## config.mk

```make
export PLATFORM = sky130hd
export DESIGN_NAME = frac_mclk_div
export DESIGN_NICKNAME = d
export VERILOG_FILES = /design/src/rtl/frac_mclk_pkg.sv /design/src/rtl/mclk_frac_acc.sv /design/src/rtl/mclk_period_gen.sv /design/src/rtl/bck_div_gen.sv /design/src/rtl/frac_mclk_div.sv
export SDC_FILE = /design/constraint.sdc
export NUM_CORES = 1
export LEC_CHECK = 0
export BUFFER_PORTS_ARGS = -buffer_cell sky130_fd_sc_hd__buf_4
export CAP_MARGIN = 20
export CORE_ASPECT_RATIO = 0.6
export CORE_UTILIZATION = 60
export DETAILED_ROUTE_END_ITERATION = 8
export GPL_TIMING_DRIVEN = 0
export PLACE_DENSITY = 0.85
export SLEW_MARGIN = 20
export SYNTH_ARGS = -nofsm -noshare
export SYNTH_HDL_FRONTEND = slang
export SYNTH_SLANG_ARGS = --single-unit
```

## constraint.sdc

```tcl
create_clock -name clk_i -period 7.3 [get_ports clk_i]
set_input_delay 0.73 -clock clk_i [delete_from_list [all_inputs] [get_ports clk_i]]
set_output_delay 0.73 -clock clk_i [all_outputs]
set_load 0.02 [all_outputs]
```

## src/rtl/frac_mclk_pkg.sv

```systemverilog
package frac_mclk_pkg;
  typedef enum logic {ST_IDLE = 1'b0, ST_RUN = 1'b1} run_st_e;
  localparam int unsigned MIN_INT_DIV = 2;
  localparam int unsigned MIN_BCK_DIV = 2;
endpackage

```

## src/rtl/mclk_frac_acc.sv

```systemverilog
module mclk_frac_acc #(
  parameter int unsigned A_W = 6
) (
  input  logic           clk_i,
  input  logic           rst_ni,
  input  logic           clear_i,
  input  logic           step_i,
  input  logic [A_W-1:0] den_i,
  input  logic [A_W-1:0] num_i,
  output logic           stretch_q_o,
  output logic           stretch_d_o
);
  logic [A_W-1:0] acc_q, acc_d;
  logic [A_W:0]   sum;
  logic           str_q, str_d;
  logic           frac_on;

  assign frac_on = (den_i > A_W'(1)) && (num_i != '0) && (num_i < den_i);

  always_comb begin
    sum   = {1'b0, acc_q} + {1'b0, num_i};
    acc_d = acc_q;
    str_d = str_q;
    if (clear_i) begin
      acc_d = '0;
      str_d = 1'b0;
    end else if (step_i) begin
      if (!frac_on) begin
        acc_d = '0;
        str_d = 1'b0;
      end else if (sum >= {1'b0, den_i}) begin
        acc_d = A_W'(sum - {1'b0, den_i});
        str_d = 1'b1;
      end else begin
        acc_d = sum[A_W-1:0];
        str_d = 1'b0;
      end
    end
  end

  always_ff @(posedge clk_i or negedge rst_ni) begin
    if (!rst_ni) begin
      acc_q <= '0;
      str_q <= 1'b0;
    end else begin
      acc_q <= acc_d;
      str_q <= str_d;
    end
  end

  assign stretch_q_o = str_q;
  assign stretch_d_o = str_d;

  AST_ACC_BELOW_DEN: assert property (@(posedge clk_i) disable iff (!rst_ni)
    frac_on |-> acc_q < den_i);
  AST_CLEAR_NO_STRETCH: assert property (@(posedge clk_i) disable iff (!rst_ni)
    clear_i |=> !str_q);
endmodule

```

## src/rtl/mclk_period_gen.sv

```systemverilog
module mclk_period_gen
  import frac_mclk_pkg::*;
#(
  parameter int unsigned N_W = 8
) (
  input  logic           clk_i,
  input  logic           rst_ni,
  input  logic           en_i,
  input  logic [N_W-1:0] n_i,
  input  logic           stretch_q_i,
  input  logic           stretch_d_i,
  output logic           step_o,
  output logic           first_o,
  output logic           mclk_o
);
  localparam int unsigned C_W = N_W + 1;

  run_st_e        st_q, st_d;
  logic [C_W-1:0] cnt_q, cnt_d;
  logic [C_W-1:0] n_eff, len_q, len_d;
  logic           last;
  logic           mclk_q, mclk_d;

  assign n_eff   = (n_i < N_W'(MIN_INT_DIV)) ? C_W'(MIN_INT_DIV) : {1'b0, n_i};
  assign len_q   = n_eff + C_W'(stretch_q_i);
  assign len_d   = n_eff + C_W'(stretch_d_i);
  assign last    = cnt_q >= (len_q - C_W'(1));
  assign first_o = en_i && (st_q == ST_IDLE);
  assign step_o  = en_i && (st_q == ST_RUN) && last;

  always_comb begin
    if (!en_i) begin
      st_d   = ST_IDLE;
      cnt_d  = '0;
      mclk_d = 1'b0;
    end else begin
      st_d   = ST_RUN;
      cnt_d  = (first_o || last) ? '0 : cnt_q + C_W'(1);
      // high phase is the first floor(len/2) cycles
      mclk_d = cnt_d < (len_d >> 1);
    end
  end

  always_ff @(posedge clk_i or negedge rst_ni) begin
    if (!rst_ni) begin
      st_q   <= ST_IDLE;
      cnt_q  <= '0;
      mclk_q <= 1'b0;
    end else begin
      st_q   <= st_d;
      cnt_q  <= cnt_d;
      mclk_q <= mclk_d;
    end
  end

  assign mclk_o = mclk_q;

  AST_MCLK_OFF: assert property (@(posedge clk_i) disable iff (!rst_ni)
    !en_i |=> !mclk_o);
  AST_CNT_IN_PERIOD: assert property (@(posedge clk_i) disable iff (!rst_ni)
    (st_q == ST_RUN) |-> cnt_q < len_q);
  AST_MCLK_HIGH_START: assert property (@(posedge clk_i) disable iff (!rst_ni)
    (st_q == ST_RUN) && (cnt_q == '0) |-> mclk_q);
  AST_MCLK_LOW_END: assert property (@(posedge clk_i) disable iff (!rst_ni)
    (st_q == ST_RUN) && (cnt_q == len_q - C_W'(1)) |-> !mclk_q);
endmodule

```

## src/rtl/bck_div_gen.sv

```systemverilog
module bck_div_gen
  import frac_mclk_pkg::*;
#(
  parameter int unsigned D_W = 8
) (
  input  logic           clk_i,
  input  logic           rst_ni,
  input  logic           en_i,
  input  logic           first_i,
  input  logic           start_i,
  input  logic [D_W-1:0] div_i,
  output logic           bck_o,
  output logic           bck_en_o
);
  logic [D_W-1:0] d_eff;
  logic [D_W-1:0] grp_q, grp_d;
  logic           bck_q, bck_d;
  logic           ben_q, ben_d;

  assign d_eff = (div_i < D_W'(MIN_BCK_DIV)) ? D_W'(MIN_BCK_DIV) : div_i;

  always_comb begin
    grp_d = grp_q;
    bck_d = bck_q;
    ben_d = 1'b0;
    if (!en_i) begin
      grp_d = '0;
      bck_d = 1'b0;
    end else if (start_i) begin
      if (first_i || grp_q >= d_eff - D_W'(1)) grp_d = '0;
      else                                     grp_d = grp_q + D_W'(1);
      ben_d = (grp_d == '0);
      bck_d = grp_d < (d_eff >> 1);
    end
  end

  always_ff @(posedge clk_i or negedge rst_ni) begin
    if (!rst_ni) begin
      grp_q <= '0;
      bck_q <= 1'b0;
      ben_q <= 1'b0;
    end else begin
      grp_q <= grp_d;
      bck_q <= bck_d;
      ben_q <= ben_d;
    end
  end

  assign bck_o    = bck_q;
  assign bck_en_o = ben_q;

  AST_BCK_EN_PULSE: assert property (@(posedge clk_i) disable iff (!rst_ni)
    ben_q |=> !ben_q);
  AST_BCK_HOLD: assert property (@(posedge clk_i) disable iff (!rst_ni)
    en_i && !start_i |=> $stable(bck_q));
  AST_BCK_EN_HIGH: assert property (@(posedge clk_i) disable iff (!rst_ni)
    ben_q |-> bck_q);
endmodule

```

## src/rtl/frac_mclk_div.sv

```systemverilog
module frac_mclk_div #(
  parameter int unsigned N_W = 8,
  parameter int unsigned A_W = 6,
  parameter int unsigned D_W = 8
) (
  input  logic           clk_i,
  input  logic           rst_ni,
  input  logic           en_i,
  input  logic [N_W-1:0] int_div_i,
  input  logic [A_W-1:0] frac_den_i,
  input  logic [A_W-1:0] frac_num_i,
  input  logic [D_W-1:0] bck_div_i,
  output logic           mclk_o,
  output logic           bck_en_o,
  output logic           bck_o
);
  logic step, first, str_q, str_d, acc_clr, per_start;

  assign acc_clr   = !en_i || first;
  assign per_start = step || first;

  mclk_frac_acc #(.A_W(A_W)) u_acc (
    .clk_i      (clk_i),
    .rst_ni     (rst_ni),
    .clear_i    (acc_clr),
    .step_i     (step),
    .den_i      (frac_den_i),
    .num_i      (frac_num_i),
    .stretch_q_o(str_q),
    .stretch_d_o(str_d)
  );

  mclk_period_gen #(.N_W(N_W)) u_per (
    .clk_i      (clk_i),
    .rst_ni     (rst_ni),
    .en_i       (en_i),
    .n_i        (int_div_i),
    .stretch_q_i(str_q),
    .stretch_d_i(str_d),
    .step_o     (step),
    .first_o    (first),
    .mclk_o     (mclk_o)
  );

  bck_div_gen #(.D_W(D_W)) u_bck (
    .clk_i   (clk_i),
    .rst_ni  (rst_ni),
    .en_i    (en_i),
    .first_i (first),
    .start_i (per_start),
    .div_i   (bck_div_i),
    .bck_o   (bck_o),
    .bck_en_o(bck_en_o)
  );

  AST_BCK_EN_ON_RISE: assert property (@(posedge clk_i) disable iff (!rst_ni)
    bck_en_o |-> mclk_o && !$past(mclk_o));
  AST_OFF_ALL_LOW: assert property (@(posedge clk_i) disable iff (!rst_ni)
    !en_i |=> !bck_o && !bck_en_o);
endmodule

```

# Word level (Yosys, flattened, before mapping)
# Cells that the tools add are included.
# word_totals
ff_bits,28
word_cells,63
inputBits,31
# classes
n_lt_le_gt_ge,9
n_mux,23
n_reduce_logical,13
add_sub_neg,8
bitwise,1
eq_ne,1
# ops
cell,count
8-bit 2-to-1 mux,7
6-bit 2-to-1 mux,4
9-bit by 1-bit adder with 9-bit output,2
9-bit 2-to-1 mux,2
8-bit by 2-bit < comparator with 1-bit output (second input constant),2
1-bit 2-to-1 mux,10
9-bit by 1-bit adder with 9-bit output (second input constant),1
9-bit greater-or-equal comparator,1
9-bit by 8-bit < comparator with 1-bit output,1
9-bit by 1-bit subtractor with 9-bit output (second input constant),1
8-bit by 1-bit adder with 8-bit output (second input constant),1
8-bit greater-or-equal comparator,1
8-bit logical NOT,1
8-bit by 7-bit < comparator with 1-bit output,1
8-bit by 1-bit subtractor with 8-bit output (second input constant),1
6-bit by 6-bit adder with 7-bit output,1
7-bit by 6-bit greater-or-equal comparator with 1-bit output,1
6-bit by 1-bit > comparator with 1-bit output (second input constant),1
6-bit < comparator,1
6-bit nonzero test,1
6-bit subtractor,1
1-bit logical AND,5
1-bit logical OR,4
2-bit by 1-bit inequality test with 1-bit output (second input constant),1
other kinds (3),3

# Logic depth before layout (Yosys ltp)
# logic_depth
depth_word,12
mapped_depth,27
depth_no_buf,26

# Modules after synthesis
# From an unflattened synthesis, not the netlist that was laid out.
# hier_totals
cells_unflattened,381
hier_area_um2,3290.7
# modules_own_cells
mod,cells_per_inst,instances,seq_area_each_um2,area_per_inst_um2
mclk_period_gen,139,1,275.3,1176.1
bck_div_gen,142,1,250.2,1167.4
mclk_frac_acc,98,1,175.2,934.6
frac_mclk_div,2,1,0.0,12.5

# Worst setup path after synthesis
# OpenSTA, ideal clock, no wires.
# synth_path
kind,input -> register
start,input int_div_i[4]
end,"register u_per.mclk_q, in the netlist u_per.mclk_o"
slack_ns,1.703
required_ns,7.227
setup_ns,0.073
t_arrival_ns,5.524
n_path_buf,1
stages,26
path_cell_list,clkbuf_1 > or4_1 > nor3_2 > inv_1 > o21ai_1 > ha_1 > ha_1 > nand2_1 > nor3_1 > xnor2_1 > ha_1 > a21oi_1 > o21ai_0 > a41oi_2 > nand2_1 > mux2i_1 > nor3_1 > ha_1 > nand3_1 > xor2_1 > ha_1 > a21o_1 > a211oi_1 > a21oi_1 > a2111oi_0 > nor2b_1
# synth_between
elab_chain_len,11
elab_cells_between_ends,13
cone_classes,3 x add/sub; 3 x order compare; 5 x mux; 2 x reduce/logical
# synth_rtl
item,line,source
start: declaration,frac_mclk_div.sv:9,"input logic [N_W-1:0] int_div_i,"
8-bit by 2-bit < comparator with 1-bit output,mclk_period_gen.sv:24,"assign n_eff = (n_i < N_W'(MIN_INT_DIV)) ? C_W'(MIN_INT_DIV) : {1'b0, n_i};"
8-bit 2-to-1 mux (*),mclk_period_gen.sv:24,
9-bit by 1-bit adder with 9-bit output,mclk_period_gen.sv:25,assign len_q = n_eff + C_W'(stretch_q_i);
9-bit by 1-bit subtractor with 9-bit output,mclk_period_gen.sv:27,assign last = cnt_q >= (len_q - C_W'(1));
9-bit greater-or-equal comparator,mclk_period_gen.sv:27,
1-bit logical AND,mclk_period_gen.sv:29,assign step_o = en_i && (st_q == ST_RUN) && last;
1-bit 2-to-1 mux,mclk_frac_acc.sv:27,end else if (step_i) begin
1-bit 2-to-1 mux,mclk_frac_acc.sv:24,if (clear_i) begin
9-bit by 1-bit adder with 9-bit output,mclk_period_gen.sv:26,assign len_d = n_eff + C_W'(stretch_d_i);
9-bit by 8-bit < comparator with 1-bit output (*),mclk_period_gen.sv:40,mclk_d = cnt_d < (len_d >> 1);
1-bit 2-to-1 mux (*),mclk_period_gen.sv:32,if (!en_i) begin
named net u_per.mclk_d,mclk_period_gen.sv:22,"logic mclk_q, mclk_d;"
end signal: assignment,mclk_period_gen.sv:52,mclk_q <= mclk_d;
end: declaration,mclk_period_gen.sv:22,
# The timed path passes the listed nets; every way through them passes the cells marked *.
# A chain may end at the register's enable or synchronous reset.

# Worst setup path after layout
# Ends and elaborated chain as after synthesis.

==> metrics.txt <==
area of the core 5260 µm²; FF/Latch Area 701 µm²; sum of met3 wire segment lengths after detailed routing 702 µm; via count of the first global-routing pass 2,851; # fillers 415; asr flop ratio synth 1.00; DRT antenna net count 0; wire length on met2 3510 µm; share of final-layout standard cells stronger than drive strength 1 0.113; clock sink count 28; post-synthesis cell type with the largest combined area sky130_fd_sc_hd__dfrtp_1; antenna violations before repair 0; die width 99.3 µm; hold bufs inserted after CTS 0; number of primary I/O pins 34; share of total power consumed by net switching 0.328; max-cap viol count 0; Max rail drop VDD 0.0000648 V; CTS buffer count 3; Final Routed Wirelength 8460 µm; post-detailed-route via-to-cell ratio 6.21; clock insertion delay at the later pin of the skew report 280 ps; Die Y-Extent 60.4 µm; CTS tree yes; slew margin rel. 0.557; final standard cell count with taps included and fillers excluded 527; wire length per cell 16.1 µm; drt drc 1; total power density per cell area 95.5 nW/µm²; #FFs+latches synth 28; routed length on met1 4220 µm; overall global routing resource usage 0.295; maximum number of buffers from clock root to sink 2; Resized Gates After CTS 0; reg2reg path depth 22; Worst Hold Class in2async; reg-to-reg startpoint u_acc.acc_q[0]$_DFFE_PN0P_; number of vias in the routed layout 3,272; initial core utilization 0.649; count of unique library cells instantiated by Yosys 59; fraction of power consumed by combinational cells 0.319; FMAX 0.160 GHz; total half-perimeter wirelength after legalization and detailed placement 6870 µm; fraction of power consumed by the clock network 0.240; total count of hold-check failures in the final report 0; setup_tns 0 ps; WS Path Type in2reg; largest net degree at the start of global routing 29; Yosys warning count 0; Slew Viols, Final 0; router iterations before antenna repair 7; Flop pwr share 0.441; run status finished with violations; total standard cell area after synthesis 3410 µm²; min cycle time layout 6260 ps; data arrival at the endpoint of the critical path 6430 ps; top fanout value on the critical path 8; IO buf count 31; Internal Power 242 µW; Worst Clk Skew 10.4 ps; number of H-tree branching levels 1; Clock Root Buffer sky130_fd_sc_hd__clkbuf_8; critical path data required time 7470 ps; layout overhead on the synthesized area 10.5%; total overflow reported by the global router 0; setup fix buffers added after clock tree synthesis 0; wire length of the first global-routing pass 13,900 µm; leakage power of the design 1.77 nW; max layer used met4; Post-layout nets 549; final total power 360 µW; type of destination of the critical path flip-flop; fraction of post-synthesis cell area in the top cell type by area 0.206; unrepaired setup endpoints after global routing false; number of nets produced by synthesis 513; Total Die Area 6000 µm²; clock-pin slew on the worst setup and hold paths 90 ps; worst reg-to-reg setup slack 1990 ps; Area contributors post-synth sky130_fd_sc_hd__dfrtp_1, sky130_fd_sc_hd__ha_1, sky130_fd_sc_hd__xnor2_1, sky130_fd_sc_hd__nor2_1, sky130_fd_sc_hd__nand2_1; switching power 118 µW; Multi-input gate area 2510 µm²; critical register-to-register path endpoint u_per.mclk_o$_DFF_PN0_; number of enable-type register cells in the synthesized netlist 0; sequential area share after synthesis 0.206; Final Setup Violations 0; antenna cell count 0; violations in the final reports DRC; Placed Instances 524; dominant register cell in the synthesized netlist sky130_fd_sc_hd__dfrtp_1; row count 20; average footprint of a synthesized cell 7.98 µm²; startpoint types primary input; gp weighted congestion 0.919; core utilization of the finished layout 0.717; Mapped Cells 427; slew at the pin closest to its max-slew limit 659 ps; fin crit share 0.858; violation count after the first detailed-routing iteration 214
-- per-layer routing --
| layer | GRT usage | up-vias |
|---|---|---|
| li1 | - | 1615 |
| met1 | 0.440 | 1517 |
| met4 | 0.0315 | 0 |
| met2 | 0.463 | 138 |
| met5 | 0 | - |
| met3 | 0.0518 | 2 |
-- cell usage in the layout (no fill, tap or decap), drive strengths merged, types with 8 or more instances in the layout --
cell | synthesis | routed
nor3 | 19 | 19
dfrtp | 28 | 28
xnor2 | 22 | 22
clkbuf | 10 | 13
xor2 | 11 | 11
inv | 33 | 33
ha | 53 | 53
a21oi | 22 | 22
nor2b | 8 | 8
nand2 | 35 | 35
nand3 | 25 | 25
o21ai | 22 | 22
nor2 | 41 | 41
buf | 6 | 37
-- registers in the layout, summed over array words and instances, names as in the netlist --
register	count
u_per.mclk_o	1
u_bck.bck_en_o	1
u_bck.grp_q	8
u_bck.bck_o	1
u_acc.acc_q	6
u_per.st_q	1
u_acc.stretch_q_o	1
u_per.cnt_q	9
-- Yosys cell counts, drive strengths merged (3+ instances only) --
cell type	number
nor2	41
nand3	25
nand4	7
a221oi	3
ha	53
clkbuf	10
o311ai	3
a2111oi	3
mux2i	4
o221ai	5
and2	5
buf	6
nand2	35
xor2	11
dfrtp	28
inv	33
a21oi	22
xnor2	22
nor2b	8
nor3	19
and3	5
o21ai	22
a21o	7
or3	5
a211oi	4
o211ai	5
nor4	5
-- stage by stage --
step | worst slack (ps) | hold slack [ps] | instance area, µm²
finish | 1040 | 358 | 3770
global placement | 1010 | 488 | 3720
global route | 702 | 394 | 3770
CTS | 1120 | 371 | 3770
detailed placement | 858 | 503 | 3720
floorplan | 1700 | 434 | 3410
-- area by class of cell --
| class | count | share of cell area |
|---|---|---|
| multi-input combinational | 350 | 0.667 |
| inverter | 33 | 0.0329 |
| tap | 66 | 0.0219 |
| sequential | 28 | 0.186 |
| clock buffer | 3 | 0.0110 |
| buffer | 16 | 0.0196 |
| timing repair buffer | 31 | 0.0618 |
-- critical path, cell delays in order --
cell and delay, ps:
sky130_fd_sc_hd__clkbuf_1 170, sky130_fd_sc_hd__or4_1 590, sky130_fd_sc_hd__nor3_2 180, sky130_fd_sc_hd__inv_1 60
sky130_fd_sc_hd__o21ai_1 200, sky130_fd_sc_hd__ha_1 240, sky130_fd_sc_hd__ha_1 230, sky130_fd_sc_hd__nand2_1 100
sky130_fd_sc_hd__nor3_1 220, sky130_fd_sc_hd__xnor2_1 180, sky130_fd_sc_hd__ha_1 280, sky130_fd_sc_hd__a21oi_1 150
sky130_fd_sc_hd__o21ai_0 140, sky130_fd_sc_hd__a41oi_2 350, sky130_fd_sc_hd__nand2_1 240, sky130_fd_sc_hd__mux2i_1 180
sky130_fd_sc_hd__nor3_1 200, sky130_fd_sc_hd__ha_1 250, sky130_fd_sc_hd__nand3_1 130, sky130_fd_sc_hd__xor2_1 200
sky130_fd_sc_hd__ha_1 320, sky130_fd_sc_hd__a21o_1 120, sky130_fd_sc_hd__a211oi_1 90, sky130_fd_sc_hd__a2111oi_0 520
sky130_fd_sc_hd__o21ai_0 150, sky130_fd_sc_hd__a21oi_1 150, sky130_fd_sc_hd__nor2b_1 60
-- worst max path at each step --
stage	startpoint	end	slack, ps
after detailed placement	int_div_i[4]	u_per.mclk_o$_DFF_PN0_	860
after floorplan	int_div_i[4]	u_per.mclk_o$_DFF_PN0_	1700
after global routing	int_div_i[4]	u_per.mclk_o$_DFF_PN0_	700
after global placement	int_div_i[4]	u_per.mclk_o$_DFF_PN0_	1010
final	int_div_i[4]	u_per.mclk_o$_DFF_PN0_	1040
after CTS	int_div_i[4]	u_per.mclk_o$_DFF_PN0_	1120
-- power groups by stage --
| stage | registers [mW] | logic (mW) | clock network (mW) |
|---|---|---|---|
| after global placement | 0.162 | 0.109 | 0 |
| after CTS | 0.159 | 0.113 | 0.0868 |
| final | 0.159 | 0.115 | 0.0863 |
| after detailed placement | 0.162 | 0.112 | 0 |
| after floorplan | 0.162 | 0.0718 | 0 |
| after global routing | 0.159 | 0.128 | 0.0915 |
-- cell families (layout without fill, tap and decap cells) --
kind of cell,count (synthesis),after routing,synth area share
AOI/OAI and AO/OA,91,91,0.188
DFF,28,28,0.206
xor gates and xnor gates,33,33,0.0848
buffers and inverters,49,83,0.0580
muxes,4,4,0.0117
and+or+nand+nor,167,167,0.246
adders and majority gates,55,55,0.206
No activity file was read; power rests on OpenSTA's default activity.
